### src/rtl/tpb_pkg.sv
package tpb_pkg;
  // Operating direction of a block-pair sequence.
  typedef enum logic {
    MODE_ROWS = 1'b0,  // edge between left and right block
    MODE_COLS = 1'b1   // edge between upper and lower block
  } tpb_mode_e;
endpackage

### src/rtl/tpb_seq.sv
module tpb_seq
  import tpb_pkg::*;
#(
  parameter int LANES = 8,
  parameter int AW    = 5
) (
  input  logic          clk,
  input  logic          rst_n,
  input  logic          start_i,
  input  logic          mode_i,
  input  logic          vsel_i,
  input  logic          st_en_i,
  input  logic [AW-1:0] rd_base_i,
  input  logic [AW-1:0] wr_base_i,
  output logic          busy_o,
  output logic          done_o,
  output tpb_mode_e     mode_o,
  output logic          rt_sel_b_o,
  output logic          rd_a_o,
  output logic          rd_b_o,
  output logic          wr_a_o,
  output logic          wr_b_o,
  output logic [AW-1:0] addr_a_o,
  output logic [AW-1:0] addr_b_o,
  output logic          sh_dn_o,
  output logic          sh_rt_o
);
  localparam int DEPTH  = LANES / 2;
  localparam int V_LAST = LANES + DEPTH + 1;
  localparam int CW     = $clog2(V_LAST + 1);
  localparam logic [CW-1:0] C_ONE   = CW'(1);
  localparam logic [CW-1:0] C_TWO   = CW'(2);
  localparam logic [CW-1:0] C_DEPTH = CW'(DEPTH);
  localparam logic [CW-1:0] C_LANES = CW'(LANES);
  localparam logic [CW-1:0] C_H_WR0 = CW'(DEPTH + 2);
  localparam logic [CW-1:0] C_H_END = CW'(2 * DEPTH + 1);
  localparam logic [CW-1:0] C_V_END = CW'(V_LAST);

  logic            run_q, run_d;
  logic [CW-1:0]   cnt_q, cnt_d;
  logic            take;
  tpb_mode_e       mode_q;
  logic            vsel_q, sten_q;
  logic [AW-1:0]   rbase_q, wbase_q;
  logic [CW-1:0]   last_cnt;

  assign last_cnt = (mode_q == MODE_COLS) ? C_V_END : C_H_END;
  assign take     = !run_q && start_i;

  // next state
  always_comb begin
    run_d = run_q;
    cnt_d = cnt_q;
    if (!run_q) begin
      if (start_i) begin
        run_d = 1'b1;
        cnt_d = '0;
      end
    end else if (cnt_q == last_cnt) begin
      run_d = 1'b0;
      cnt_d = '0;
    end else begin
      cnt_d = cnt_q + C_ONE;
    end
  end

  always_ff @(posedge clk or negedge rst_n) begin
    if (!rst_n) begin
      run_q <= 1'b0;
      cnt_q <= '0;
    end else begin
      run_q <= run_d;
      cnt_q <= cnt_d;
    end
  end

  // sequence parameters, captured only on an accepted start
  always_ff @(posedge clk or negedge rst_n) begin
    if (!rst_n) begin
      mode_q  <= MODE_ROWS;
      vsel_q  <= 1'b0;
      sten_q  <= 1'b0;
      rbase_q <= '0;
      wbase_q <= '0;
    end else if (take) begin
      mode_q  <= tpb_mode_e'(mode_i);
      vsel_q  <= vsel_i;
      sten_q  <= st_en_i;
      rbase_q <= rd_base_i;
      wbase_q <= wr_base_i;
    end
  end

  // schedule decode
  logic [AW-1:0] ld_addr, st_addr;
  logic          ld, mv, st;

  always_comb begin
    rd_a_o   = 1'b0;
    rd_b_o   = 1'b0;
    wr_a_o   = 1'b0;
    wr_b_o   = 1'b0;
    sh_dn_o  = 1'b0;
    sh_rt_o  = 1'b0;
    ld       = 1'b0;
    mv       = 1'b0;
    st       = 1'b0;
    ld_addr  = rbase_q + AW'(cnt_q);
    st_addr  = wbase_q + AW'(cnt_q - C_ONE);
    addr_a_o = ld_addr;
    addr_b_o = ld_addr;
    if (run_q) begin
      if (mode_q == MODE_ROWS) begin
        ld      = cnt_q < C_DEPTH;
        st      = cnt_q >= C_H_WR0;
        rd_a_o  = ld;
        rd_b_o  = ld;
        wr_a_o  = st;
        wr_b_o  = st;
        sh_dn_o = cnt_q >= C_TWO;
        if (!ld) begin
          addr_a_o = wbase_q + AW'(cnt_q - C_H_WR0);
          addr_b_o = wbase_q + AW'(cnt_q - C_H_WR0);
        end
      end else begin
        ld      = cnt_q < C_LANES;
        mv      = (cnt_q >= C_ONE) && (cnt_q <= C_LANES);
        st      = mv && sten_q;
        sh_rt_o = mv;
        sh_dn_o = cnt_q > C_LANES;
        rd_a_o  = ld && !vsel_q;
        rd_b_o  = ld && vsel_q;
        wr_a_o  = st && vsel_q;
        wr_b_o  = st && !vsel_q;
        addr_a_o = vsel_q ? st_addr : ld_addr;
        addr_b_o = vsel_q ? ld_addr : st_addr;
      end
    end
  end

  assign busy_o     = run_q;
  assign done_o     = run_q && (cnt_q == last_cnt);
  assign mode_o     = mode_q;
  assign rt_sel_b_o = vsel_q;

  a_r10_done_single: assert property (@(posedge clk) disable iff (!rst_n)
    done_o |=> !done_o);
  a_r10_idle_after_done: assert property (@(posedge clk) disable iff (!rst_n)
    done_o |=> !busy_o);
  a_r2_busy_holds: assert property (@(posedge clk) disable iff (!rst_n)
    (busy_o && !done_o) |=> busy_o);
  a_r5_done_in_run: assert property (@(posedge clk) disable iff (!rst_n)
    done_o |-> busy_o);
endmodule

### src/rtl/tpb_array.sv
module tpb_array #(
  parameter int LANES = 8,
  parameter int PIX_W = 8
) (
  input  logic                         clk,
  input  logic                         rst_n,
  input  logic                         sh_dn_i,
  input  logic [LANES*PIX_W-1:0]       dn_vec_i,
  input  logic                         sh_rt_i,
  input  logic [(LANES/2)*PIX_W-1:0]   rt_word_i,
  output logic [LANES*PIX_W-1:0]       head_vec_o,
  output logic [(LANES/2)*PIX_W-1:0]   head_word_o
);
  localparam int DEPTH = LANES / 2;

  // Cell (s,d): lane s (filter sample), depth d.
  // Downward: depth d takes depth d+1, the last depth takes the filter output.
  // Rightward: lane s takes lane s+1, the last lane takes the bank word.
  for (genvar s = 0; s < LANES; s++) begin : g_s
    for (genvar d = 0; d < DEPTH; d++) begin : g_d
      logic [PIX_W-1:0] q, dn_src, rt_src, nxt;
      logic             en;

      if (d == DEPTH - 1) begin : g_dn_edge
        assign dn_src = dn_vec_i[s*PIX_W +: PIX_W];
      end else begin : g_dn_in
        assign dn_src = g_s[s].g_d[d+1].q;
      end

      if (s == LANES - 1) begin : g_rt_edge
        assign rt_src = rt_word_i[d*PIX_W +: PIX_W];
      end else begin : g_rt_in
        assign rt_src = g_s[s+1].g_d[d].q;
      end

      assign en  = sh_dn_i || sh_rt_i;
      assign nxt = sh_dn_i ? dn_src : rt_src;

      always_ff @(posedge clk or negedge rst_n) begin
        if (!rst_n)  q <= '0;
        else if (en) q <= nxt;
      end

      if (d == 0) begin : g_head_v
        assign head_vec_o[s*PIX_W +: PIX_W] = q;
      end
      if (s == 0) begin : g_head_w
        assign head_word_o[d*PIX_W +: PIX_W] = q;
      end
    end
  end
endmodule

### src/rtl/tpb_transpose_buf.sv
module tpb_transpose_buf
  import tpb_pkg::*;
#(
  parameter int LANES = 8,
  parameter int PIX_W = 8,
  parameter int AW    = 5
) (
  input  logic                           clk,
  input  logic                           rst_n,
  input  logic                           start_i,
  input  logic                           mode_i,
  input  logic                           vsel_i,
  input  logic                           st_en_i,
  input  logic [AW-1:0]                  rd_base_i,
  input  logic [AW-1:0]                  wr_base_i,
  output logic                           busy_o,
  output logic                           done_o,
  output logic                           rd_en_a_o,
  output logic                           wr_en_a_o,
  output logic [AW-1:0]                  addr_a_o,
  input  logic [(LANES/2)*PIX_W-1:0]     rd_data_a_i,
  output logic [(LANES/2)*PIX_W-1:0]     wr_data_a_o,
  output logic                           rd_en_b_o,
  output logic                           wr_en_b_o,
  output logic [AW-1:0]                  addr_b_o,
  input  logic [(LANES/2)*PIX_W-1:0]     rd_data_b_i,
  output logic [(LANES/2)*PIX_W-1:0]     wr_data_b_o,
  output logic [LANES*PIX_W-1:0]         flt_in_o,
  input  logic [LANES*PIX_W-1:0]         flt_out_i
);
  localparam int WORD_W = (LANES / 2) * PIX_W;
  localparam int VEC_W  = LANES * PIX_W;

  tpb_mode_e          mode_q;
  logic               rt_sel_b, sh_dn, sh_rt;
  logic [VEC_W-1:0]   head_vec;
  logic [WORD_W-1:0]  head_word, rt_word;

  tpb_seq #(.LANES(LANES), .AW(AW)) u_seq (
    .clk        (clk),
    .rst_n      (rst_n),
    .start_i    (start_i),
    .mode_i     (mode_i),
    .vsel_i     (vsel_i),
    .st_en_i    (st_en_i),
    .rd_base_i  (rd_base_i),
    .wr_base_i  (wr_base_i),
    .busy_o     (busy_o),
    .done_o     (done_o),
    .mode_o     (mode_q),
    .rt_sel_b_o (rt_sel_b),
    .rd_a_o     (rd_en_a_o),
    .rd_b_o     (rd_en_b_o),
    .wr_a_o     (wr_en_a_o),
    .wr_b_o     (wr_en_b_o),
    .addr_a_o   (addr_a_o),
    .addr_b_o   (addr_b_o),
    .sh_dn_o    (sh_dn),
    .sh_rt_o    (sh_rt)
  );

  assign rt_word = rt_sel_b ? rd_data_b_i : rd_data_a_i;

  tpb_array #(.LANES(LANES), .PIX_W(PIX_W)) u_arr (
    .clk         (clk),
    .rst_n       (rst_n),
    .sh_dn_i     (sh_dn),
    .dn_vec_i    (flt_out_i),
    .sh_rt_i     (sh_rt),
    .rt_word_i   (rt_word),
    .head_vec_o  (head_vec),
    .head_word_o (head_word)
  );

  // Row mode feeds the filter straight from the banks; column mode from the array.
  assign flt_in_o    = (mode_q == MODE_COLS) ? head_vec : {rd_data_b_i, rd_data_a_i};
  assign wr_data_a_o = (mode_q == MODE_COLS) ? head_word : head_vec[WORD_W-1:0];
  assign wr_data_b_o = (mode_q == MODE_COLS) ? head_word : head_vec[VEC_W-1:WORD_W];

  a_r9_bank_a_no_clash: assert property (@(posedge clk) disable iff (!rst_n)
    !(rd_en_a_o && wr_en_a_o));
  a_r9_bank_b_no_clash: assert property (@(posedge clk) disable iff (!rst_n)
    !(rd_en_b_o && wr_en_b_o));
  a_r6_one_load_bank: assert property (@(posedge clk) disable iff (!rst_n)
    (busy_o && mode_q == MODE_COLS) |-> !(rd_en_a_o && rd_en_b_o));
  a_r1_idle_quiet: assert property (@(posedge clk) disable iff (!rst_n)
    !busy_o |-> !(rd_en_a_o || rd_en_b_o || wr_en_a_o || wr_en_b_o));
endmodule

### config.mk
export PLATFORM = sky130hd
export DESIGN_NAME = tpb_transpose_buf
export DESIGN_NICKNAME = d
export VERILOG_FILES = /design/src/rtl/tpb_pkg.sv /design/src/rtl/tpb_seq.sv /design/src/rtl/tpb_array.sv /design/src/rtl/tpb_transpose_buf.sv
export SDC_FILE = /design/constraint.sdc
export NUM_CORES = 1
export LEC_CHECK = 0
export BUFFER_PORTS_ARGS = -buffer_cell sky130_fd_sc_hd__buf_2
export CORE_MARGIN = 5
export CORE_UTILIZATION = 60
export CTS_BUF_LIST = sky130_fd_sc_hd__clkbuf_2 sky130_fd_sc_hd__clkbuf_4 sky130_fd_sc_hd__clkbuf_8
export CTS_CLUSTER_DIAMETER = 200
export CTS_CLUSTER_SIZE = 16
export DETAILED_ROUTE_END_ITERATION = 16
export PLACE_DENSITY = 0.95
export SLEW_MARGIN = 40
export SYNTH_ARGS = -nofsm -noshare
export SYNTH_HDL_FRONTEND = slang
export SYNTH_SLANG_ARGS = --single-unit
### constraint.sdc
create_clock -name clk -period 5.6 [get_ports clk]
set_clock_uncertainty 0.05 [all_clocks]
set_input_delay 0.56 -clock clk [delete_from_list [all_inputs] [get_ports clk]]
set_output_delay 0.56 -clock clk [all_outputs]
set_load 0.01 [all_outputs]
==> Yosys cells after proc, flatten, opt, wreduce, memory -nomap -nowiden <==
Cells that the tools add are included.
{ "totals": {"ff_bits": 274, "in_bits": 144, "output_inout_bits": 144, "wordCells": 127} }
{ "classes": {"addsub": 6, "order_cmp": 7, "eq_ne": 1, "muxes": 62, "n_reduce_logical": 12} }
{ "ops": {"columns": ["cell", "n"], "rows": [
  ["two-way mux 8 bit", 32],
  ["two-way mux 32 bit", 3],
  ["two-way mux 64 bit", 1],
  ["two-way mux 5 bit", 7],
  ["two-way mux 1 bit", 15],
  ["two-way mux 4 bit", 3],
  ["adder 5 bit", 2],
  ["logical AND 1 bit", 8],
  ["adder 5 x 4 -> 5 bit", 1],
  ["subtractor 4 x 1 -> 5 bit, second input constant", 1],
  ["subtractor 4 x 3 -> 5 bit, second input constant", 1],
  ["adder 4 x 1 -> 4 bit, second input constant", 1],
  ["equality test 4 bit", 1],
  ["greater-or-equal comparator 4 x 1 -> 1 bit, second input constant", 1],
  ["greater-or-equal comparator 4 x 2 -> 1 bit, second input constant", 1],
  ["greater-or-equal comparator 4 x 3 -> 1 bit, second input constant", 1],
  ["> comparator 4 bit, second input constant", 1],
  ["<= comparator 4 bit, second input constant", 1],
  ["less-than comparator 4 x 3 -> 1 bit, second input constant", 1],
  ["less-than comparator 4 bit, second input constant", 1],
  ["two-way mux 3 bit", 1],
  ["logical NOT 1 bit", 2],
  ["nonzero test 2 bit", 1],
  ["logical OR 1 bit", 1]
]} }

==> Logic depth before layout (Yosys ltp) <==
{ "depth": {"ltp_word": 6, "depth_mapped": 12, "mapped_depth_nobuf": 10} }

==> Cells and area by module <==
Synthesis repeated with hierarchy kept, for this count alone.
{ "hier_totals": {"hier_cells": 1508, "area_unflattened_um2": 15755.1} }
{ "modules_own_cells": {"columns": ["mod", "instances", "cells_each", "area_per_inst_um2"], "rows": [
  ["tpb_array", 1, 1118, 11950.2],
  ["tpb_transpose_buf", 1, 178, 2018.2],
  ["tpb_seq", 1, 212, 1786.7]
]} }

==> Worst setup path before layout <==
No wires, ideal clock.
{ "synth_path": {"kind": "flip-flop to output port", "startpoint": "reg u_seq.cnt_q[2]", "endpoint": "out addr_b_o[3]", "arrival_time_ns": 2.141, "required_time_ns": 4.990, "setup_slack_ns": 2.849, "path_stages_with_launch": 13, "cell_sequence": "dfrtp_1 > buf_4 > inv_1 > ha_1 > clkbuf_1 > xnor2_1 > inv_1 > ha_1 > o21bai_1 > xnor2_1 > nand2_1 > mux2i_1 > a21o_1"} }
{ "synth_between": {"elab_chain_len": 5, "elab_cells_between_ends": 10, "classes_between": "add/sub (5); order compare (1); mux (4)"} }
{ "synth_rtl": {"columns": ["item", "line_no", "source"], "rows": [
  ["start, declared", "tpb_seq.sv:40", "logic [CW-1:0] cnt_q, cnt_d;"],
  ["start signal, assigned", "tpb_seq.sv:73", "cnt_q <= cnt_d;"],
  ["subtractor 4 x 3 -> 5 bit / subtractor 4 x 1 -> 5 bit (equally long branches)", "tpb_seq.sv:123, tpb_seq.sv:109", null],
  ["adder 5 bit (on tied branches)", "tpb_seq.sv:123, tpb_seq.sv:109", null],
  ["two-way mux 5 bit (on tied branches)", "tpb_seq.sv:121, tpb_seq.sv:136", null],
  ["two-way mux 5 bit", "tpb_seq.sv:113", "if (mode_q == MODE_ROWS) begin"],
  ["two-way mux 5 bit *", "tpb_seq.sv:112", "if (run_q) begin"],
  ["end, declared", "tpb_transpose_buf.sv:25", "output logic [AW-1:0] addr_b_o,"]
]} }
Mark *: on every way between the ends. The rest lies on a longest branch, timed or not.

==> Worst setup path in the final report <==
Ends and elaborated chain as after synthesis.

==> run_results.csv <==
group,metric,value,unit
clock_network,htree_levels,1,
floorplan,die_w,163,µm
yosys,syn_inst,1569,
floorplan,core-area,23300,µm²
setup_path,cp_num_buf_inv,3,
setup_path,cp_cell_sequence,"inv_1 > ha_1 > xnor2_1 > inv_1 > ha_1 > o21bai_1 > xnor2_1 > nand2_1 > mux2i_1 > a21o_1 > buf_2",
grt,antenna_found_initial,4,
placed_design,port_buffers,287,
yosys,ys_seq_area_frac,0.487,
floorplan,die_area,26700,µm²
yosys,netlist_top_cells_count,"502 x nand2_1, 274 x dfrtp_1, 224 x a22oi_1, 86 x clkbuf_1, 85 x o21ai_0",
yosys,postSynthAreaPerCell,8.98,µm²
grt,grt_pass1_wl,72.9,mm
cells_and_area,drive_gt1_frac,0.226,
grt,overflow,0,
pwr,power_density,783,nW/µm²
yosys,synth.most_common_cell,"nand2_1",
timing,fin_setup_tns,0,ns
timing,final-setup-viol-count,0,
yosys,synth_nets,1733,
grt,grt_util_all_layers,0.354,
placed_design,routabilityCongestion,0.945,
grt,grt_pass1_vias,12600,
timing,drv_slew,0,
pwr,ir_worst_vdd,668,µV
pwr,p_leak,8.23,nW
run_status,status,"completed",
placed_design,place_hpwl,35.3,mm
clock_network,clockBufferDepth,3,
clock_network,cts-buffers-inserted,21,
routing,finalWirelength,49.3,mm
routing,first_pass_iters,9,
yosys,syn_area,14100,µm²
routing,drt_iter0_drc,2431,
yosys,ys_async_sr_fraction,1.00,
floorplan,start_util,0.604,
clock_network,ctsHoldBuffers,1,
timing,final_hold_viol_count,0,
yosys,ys_warn_count,0,
setup_path,start_kind,"flop",
yosys,netlist_top_cells_area,"dfrtp_1 49%, nand2_1 13%, a22oi_1 12%",
routing,vias_per_cell,6.38,
yosys,synth_top_area_frac,0.487,
clock_network,cts_tree,"built",
timing,fin_crit_sh,0.680,
setup_path,cp.required,4.99,ns
clock_network,cts-root-buf,"clkbuf_8",
flow_run,max_cap_violations,0,
timing,slew_headroom,0.488,
clock_network,clk_latency,0.55,ns
setup_path,slowest_delay,0.62,ns
yosys,synth_edf_count,0,
floorplan,die_h,163,µm
yosys,ys_ff_latch,274,
cells_and_area,final_nets,1935,
setup_path,crit_arrival,3.20,ns
grt,grt_max_degree,225,
clock_network,clock_sinks,274,
cells_and_area,area_delta_synth_final,13.5,%
routing,wl_per_cell,23.5,µm
clock_network,cts_resized,0,
setup_path,path_max_fanout,12,
routing,antenna_left,0,
yosys,yosys.area.top_type,"dfrtp_1",
worst_hold_path,min_path_type,"primary input to flop",
clock_network,clkSlewWorstSetupHoldPaths,0.11,ns
yosys,ys.flop_type,"dfrtp_1",
timing,worst_slew_pin_slew,0.768,ns
routing,post-route-drc-count,0,
clock_network,cts_setup_buffers,0,
yosys,synth.distinct_cells,51,
floorplan,io_pins,288,
setup_path,cp_slowest_cell,"dfrtp_1",
floorplan,rows,56,
timing,period_minus_slack,3.81,ns
routing,num_vias,13400,
placed_design,dpl.cell_count,2063,
setup_path,worst_setup_path_end_kind,"output port",
setup_path,worstSetupPathType,"flop to output port",
setup_path,cp_top_family,"flip-flops",
cells_and_area,stdcell_count,2094,
timing,rsz0062_at_grt,"no",
timing,fmax,0.263,GHz
==> logic make-up after synthesis <==
group,after synthesis,synth area share
AO/OA/AOI/OAI,375,0.190
buffers and inverters,206,0.0609
flip-flops,274,0.487
multiplexers,97,0.0746
adder cells (fa/ha/maj),21,0.0190
AND/OR/NAND/NOR,586,0.163
XOR/XNOR,10,0.00621
==> power breakdown <==
part           total (mW)  switching (mW)  internal (mW)
sequential           4.23            1.23           3.01
combinational        7.29            4.57           2.72
clock                1.01           0.645          0.364
==> state kept, by name, indices dropped and copies added (netlist names) <==
name,cells
u_seq.sten_q,1
u_seq.wbase_q,5
u_seq.cnt_q,4
u_arr.g_s.g_d.dn_src,24
u_seq.mode_o,1
u_seq.rbase_q,5
u_seq.rt_sel_b_o,1
u_seq.busy_o,1
u_arr.g_s.g_d.q,8
u_arr.g_s.g_d.rt_src,224
==> final cells by class <==
| class | instances | area (µm²) |
|---|---|---|
| clock inverter | 2 | 23.8 |
| antenna | 2 | 5.00 |
| multi-input combinational | 1089 | 6390 |
| clock buffer | 23 | 304 |
| timing repair buffer | 303 | 1710 |
| inverter | 82 | 308 |
| sequential | 274 | 6860 |
| fill | 1758 | 7330 |
| tap | 319 | 399 |
==> placed cells by master, fill, tap and decap left out, types with 13 or more instances in the layout <==
master,n
nand2_1,502
buf_2,286
dfrtp_1,272
a22oi_1,224
o21ai_0,85
inv_1,82
mux2_2,64
nor2_1,49
mux2i_1,33
a221o_1,32
clkbuf_8,21
ha_1,19
nand3_1,13
==> worst register-to-register path, stage by stage, from the launching register on <==
cell and delay (ns):
dfrtp_1 0.50, inv_1 0.22, ha_1 0.27, nor4b_4 0.30, a211oi_4 0.09, o21ba_4 0.73, buf_12 0.53, nand2_1 0.30
nand2_1 0.11
==> final timing paths <==
check	startpoint	to	slack [ns]	cells past startpoint
min reg2reg	u_arr.g_s[0].g_d[0].q[2]	u_arr.g_s[0].g_d[0].q[2]	0.47	2
max	u_seq.cnt_q[2]	addr_b_o[3]	1.79	11
min in group asynchronous	rst_n	u_seq.rbase_q[2]	0.39	2
max reg2reg	u_seq.cnt_q[1]	u_arr.g_s[1].g_d[3].rt_src[4]	2.42	8
min	wr_base_i[3]	u_seq.wbase_q[3]	0.16	3
max in group asynchronous	rst_n	u_arr.g_s[0].g_d[1].dn_src[6]	3.84	4
==> through the flow <==
| step | util | hold slack, ns | power [mW] | cell area [µm²] | setup WS (ns) |
|---|---|---|---|---|---|
| floorplan | - | 0.214 | 8.81 | 14100 | 2.85 |
| global placement | 0.666 | 0.432 | 10.9 | 15500 | 2.43 |
| detailed placement | 0.668 | 0.439 | 11.2 | 15600 | 2.43 |
| CTS | 0.682 | 0.136 | 12.3 | 15900 | 1.80 |
| global route | 0.685 | 0.164 | 13.3 | 16000 | 1.57 |
| finish | 0.686 | 0.158 | 12.5 | 16000 | 1.79 |
==> layer usage <==
metal | vias up | global-route usage | wire length (µm)
met3 | 185 | 0.0883 | 5980
li1 | 5779 | - | -
met5 | - | 0 | 40
met2 | 1018 | 0.534 | 22100
met1 | 6369 | 0.473 | 18000
met4 | 6 | 0.190 | 3150
Note: power is estimated with default switching activity, not from simulation.
